**src/rtl/burst_pkg.sv**
```systemverilog
package burst_pkg;

    localparam int BEAT_W = 2;
    localparam int BEATS  = 1 << BEAT_W;

    typedef enum logic {
        ORD_LINEAR     = 1'b0,
        ORD_INTERLEAVE = 1'b1
    } order_e;

    // Anything other than a clean low (including an undriven pin) means interleave.
    function automatic order_e decode_order(input logic m);
        return (m === 1'b0) ? ORD_LINEAR : ORD_INTERLEAVE;
    endfunction

    function automatic logic [BEAT_W-1:0] beat_address(
        input logic [BEAT_W-1:0] start,
        input logic [BEAT_W-1:0] beat,
        input order_e            ord
    );
        logic [BEAT_W-1:0] r;
        if (ord == ORD_LINEAR) r = start + beat;
        else                   r = start ^ beat;
        return r;
    endfunction

endpackage

```
**src/rtl/burst_seed_reg.sv**
```systemverilog
module burst_seed_reg
    import burst_pkg::*;
#(
    parameter int W = BEAT_W
) (
    input  logic         clk,
    input  logic         rst,
    input  logic         load_i,
    input  logic [W-1:0] start_i,
    input  logic         mode_i,
    output logic [W-1:0] start_q,
    output order_e       ord_q
);

    always_ff @(posedge clk) begin
        if (rst) begin
            start_q <= '0;
            ord_q   <= ORD_INTERLEAVE;
        end else if (load_i) begin
            start_q <= start_i;
            ord_q   <= decode_order(mode_i);
        end
    end

endmodule

```
**src/rtl/burst_beat_ctr.sv**
```systemverilog
module burst_beat_ctr
    import burst_pkg::*;
#(
    parameter int W = BEAT_W
) (
    input  logic         clk,
    input  logic         rst,
    input  logic         load_i,
    input  logic         adv_i,
    output logic [W-1:0] beat_q,
    output logic         last_o
);

    always_ff @(posedge clk) begin
        if (rst)         beat_q <= '0;
        else if (load_i) beat_q <= '0;
        else if (adv_i)  beat_q <= beat_q + 1'b1;
    end

    assign last_o = (beat_q == {W{1'b1}});

endmodule

```
**src/rtl/burst_addr_map.sv**
```systemverilog
module burst_addr_map
    import burst_pkg::*;
#(
    parameter int W = BEAT_W
) (
    input  logic [W-1:0] start_i,
    input  logic [W-1:0] beat_i,
    input  order_e       ord_i,
    output logic [W-1:0] addr_o
);

    always_comb addr_o = beat_address(start_i, beat_i, ord_i);

endmodule

```
**src/rtl/burst_addr_gen.sv**
```systemverilog
module burst_addr_gen
    import burst_pkg::*;
#(
    parameter int W = BEAT_W
) (
    input  logic         clk,
    input  logic         rst,
    input  logic         load,
    input  logic [W-1:0] start_addr,
    input  logic         advance,
    input  logic         mode,
    output logic [W-1:0] burst_addr,
    output logic         last_beat
);

    logic [W-1:0] start_q;
    logic [W-1:0] beat_q;
    order_e       ord_q;

    burst_seed_reg #(.W(W)) u_seed (
        .clk(clk), .rst(rst), .load_i(load), .start_i(start_addr),
        .mode_i(mode), .start_q(start_q), .ord_q(ord_q)
    );

    burst_beat_ctr #(.W(W)) u_beat (
        .clk(clk), .rst(rst), .load_i(load), .adv_i(advance),
        .beat_q(beat_q), .last_o(last_beat)
    );

    burst_addr_map #(.W(W)) u_map (
        .start_i(start_q), .beat_i(beat_q), .ord_i(ord_q), .addr_o(burst_addr)
    );

    AST_RESET_STATE: assert property (@(posedge clk) disable iff (rst)
        $past(rst) |-> (burst_addr == '0 && !last_beat));
    AST_LOAD_SEEDS: assert property (@(posedge clk) disable iff (rst)
        load |=> (burst_addr == $past(start_addr) && !last_beat));
    AST_LINEAR_STEP: assert property (@(posedge clk) disable iff (rst)
        (!load && advance && ord_q == ORD_LINEAR) |=> (burst_addr == W'($past(burst_addr) + 1'b1)));
    AST_LOAD_WINS: assert property (@(posedge clk) disable iff (rst)
        (load && advance) |=> (beat_q == '0));
    AST_LAST_RISES: assert property (@(posedge clk) disable iff (rst)
        (!load && advance && beat_q == W'(BEATS - 2)) |=> last_beat);
    AST_WRAP_TO_START: assert property (@(posedge clk) disable iff (rst)
        (!load && advance && last_beat) |=> (burst_addr == $past(start_q) && !last_beat));
    AST_ORDER_HELD: assert property (@(posedge clk) disable iff (rst)
        !load |=> $stable(ord_q));
    AST_IDLE_HOLD: assert property (@(posedge clk) disable iff (rst)
        (!load && !advance) |=> ($stable(burst_addr) && $stable(last_beat)));

endmodule

```
**config.mk**
```make
export PLATFORM = sky130hd
export DESIGN_NAME = burst_addr_gen
export DESIGN_NICKNAME = d
export VERILOG_FILES = /design/src/rtl/burst_pkg.sv /design/src/rtl/burst_seed_reg.sv /design/src/rtl/burst_beat_ctr.sv /design/src/rtl/burst_addr_map.sv /design/src/rtl/burst_addr_gen.sv
export SDC_FILE = /design/constraint.sdc
export NUM_CORES = 1
export LEC_CHECK = 0
export BUFFER_PORTS_ARGS = -buffer_cell sky130_fd_sc_hd__buf_4
export CAP_MARGIN = 25
export CORE_AREA = 2 2 39 41
export DETAILED_ROUTE_END_ITERATION = 12
export DIE_AREA = 0 0 41 43
export PLACE_DENSITY = 0.39
export SYNTH_ARGS = -nofsm -noshare
export SYNTH_HDL_FRONTEND = slang
export SYNTH_SLANG_ARGS = --single-unit
```
**constraint.sdc**
```tcl
create_clock -name clk -period 1 [get_ports clk]
set_clock_uncertainty 0.05 [all_clocks]
set_input_delay 0.05 -clock clk [delete_from_list [all_inputs] [get_ports clk]]
set_output_delay 0.05 -clock clk [all_outputs]
set_load 0.1 [all_outputs]
```
==> results.toml <==
[timing]
setup_violations = 4
fmax_mhz = 768
setup_tns_ps = -575
fin_crit_sh = 1.30
rsz0062_at_grt = "true"
post-route-min-period_ps = 1300
holdWs_ps = 6.04
setup_ws_ps = -302
slew_viol_final = 0
worst_slew_pin_slew_ps = 128
max-slew-margin-rel = 0.912
hold_viol = 0

[cells_and_area]
final_area_um2 = 493
multi_input_area_um2 = 174
num_antenna_cells = 0
ff_latch_area_um2 = 104
syn_to_final_growth_pct = 116
nets = 50
drive_above_1_share = 0.600
fill_cells = 141

[critical_path]
criticalPathCategory = "register to output port"
cp_slowest_cell = "dfxtp_2"
endpoint_kind = "output port"
cp-start-kind = "register"
crit_required_ps = 900
crit_fanout = 2
cpPeakStageDelay_ps = 340
path_cells = "ha_4, nor2b_4, xnor2_4, buf_12"
cpLargestDelayFamily = "flip-flops"
crit_arrival_ps = 1200
cp_num_buf_inv = 1

[power]
power_density_mw_per_mm2 = 1300
p_int_w = 0.000455
power.switching_w = 0.000186
p_comb_frac = 0.292
pwr-share-seq = 0.345
power_leakage_nw = 0.206
switching_share = 0.290
peakVddDrop_v = 0.000459
power_frac_clock = 0.363

[status]
status = "complete, but fails checks"
violations = "negative setup slack"

[synthesis]
synth_edf_count = 0
yosys-top-cells-count = "dfxtp_1, mux2i_1, xnor2_1"
ys_async_sr_fraction = 0
synth_top_area_frac = 0.440
syn_area_um2 = 228
synthesis.nets = 30
synth_flop_cell = "dfxtp_1"
synth.distinct_cells = 10
synth_most_common_cell = "dfxtp_1"
netlist_instances = 21
syn_area_per_cell_um2 = 10.8
yosys.area.top_type = "dfxtp_1"
ys_warn_count = 0
ys_seq_elements = 5
yosysSeqAreaShare = 0.440
synth_area_leaders = "dfxtp_1, mux2i_1, xnor2_1, ha_1, nor3_1"

[placed_design]
dp_hpwl_um = 391
dpl_worst_slack_ps = -206
io_buffer_count = 9
post_dp_cell_area_um2 = 373
gp_congestion = 0.608

[drt]
viasPerCell = 3.80
drc = 0
avgRoutedWirePerCell_um = 9.41
ant_nets = 0
vias = 213
drt-initial-drc-count = 3
first_pass_iters = 3
wl_um = 527

[cts]
cts_max_level = 1
clock_sinks = 5
cts_root_buf = "clkbuf_4"
clkTransAtPathRegs_ps = 40
cts_buffer_depth = 2
cts_buffers = 3
clk_latency_ps = 240
cts_tree = "yes"

[die]
ioPinCount = 10
die_w_um = 41
start_util = 0.165
fp.dieH_um = 43
fp-row-count = 14
dieArea_mm2 = 0.00176
coreArea_mm2 = 0.00138

[global_route]
antenna_found_initial = 0
grt_max_degree = 7
grt_pass1_vias = 231
grt_util_all_layers = 0.0803
overflow = 0
grt_pass1_wl_um = 903

[min_path]
min_path_type = "primary input to register"

[job]
cap_violations = 0
==> flip-flops by register name, indices dropped and copies added, names as in the netlist <==
register        flops
u_beat.beat_q       2
u_seed.ord_q        1
u_seed.start_q      2
==> cell type report <==
class                      count  share of cell area
clock buffer                   4              0.0533
tap                           16              0.0406
multi-input combinational     15               0.353
sequential                     5               0.211
timing repair buffer          16               0.343
==> worst reg2reg max path: stages (launching register included) <==
cell,delay [ps]
dfxtp_2,330
buf_4,150
ha_4,230
mux2i_1,130
nor3_1,60
==> placed cells by master, fill, tap and decap left out <==
master,instances
a211o_1,1
buf_12,3
buf_4,9
buf_6,1
clkbuf_1,1
clkbuf_4,3
dfxtp_1,2
dfxtp_2,3
dlygate4sd3_1,3
ha_4,2
mux2i_1,3
nor2_1,2
nor2b_2,1
nor2b_4,1
nor3_1,2
xnor2_1,2
xnor2_4,1
==> power groups by stage <==
stage	clock network (W)	logic [W]	registers (W)
3_5_place_dp	0	0.000145	0.000224
4_1_cts	0.000243	0.000192	0.000221
5_1_grt	0.000262	0.000197	0.000222
6_report	0.000233	0.000187	0.000221
2_1_floorplan	0	0.000109	0.000223
3_3_place_gp	0	0.000144	0.000224
==> metal layers <==
| layer | routed length (um) | global-route usage | vias to the layer above |
|---|---|---|---|
| met4 | 0 | 0.0800 | 0 |
| met3 | 21 | 0.0157 | 0 |
| met1 | 192 | 0.0836 | 98 |
| met5 | 0 | 0 | - |
| met2 | 314 | 0.122 | 5 |
| li1 | - | - | 110 |
==> cells by family after synthesis <==
group                      share of synthesized area
and+or+nand+nor                                0.143
DFF                                            0.440
xor gates and xnor gates                       0.115
muxes                                          0.132
adders and majority gates                      0.110
AOI/OAI and AO/OA                             0.0385
buffers and inverters                         0.0220
==> per-stage QoR <==
stage               cells   util  total power [W]
finish                 56  0.356         0.000641
global route           56  0.356         0.000680
CTS                    57  0.364         0.000656
detailed placement     48  0.269         0.000369
global placement       48  0.269         0.000368
floorplan              21      -         0.000333
==> timing repair <==
item	in CTS	in global routing
pin swaps	3	1
buffers inserted	2	0
hold endpoints to repair	5	0
endpoints found under the setup margin	4	4
resized for setup	15	0
hold buffers	3	0
==> worst paths after layout <==
check | startpoint | endpoint | slack [ps] | cells past startpoint
min | start_addr[1] | u_seed.start_q[1] | 6 | 3
max | u_beat.beat_q[0] | burst_addr[1] | -300 | 4
min reg2reg | u_seed.start_q[1] | u_seed.start_q[1] | 480 | 2
max reg2reg | u_beat.beat_q[0] | u_beat.beat_q[1] | -50 | 4
(Power assumes the default switching activity.)
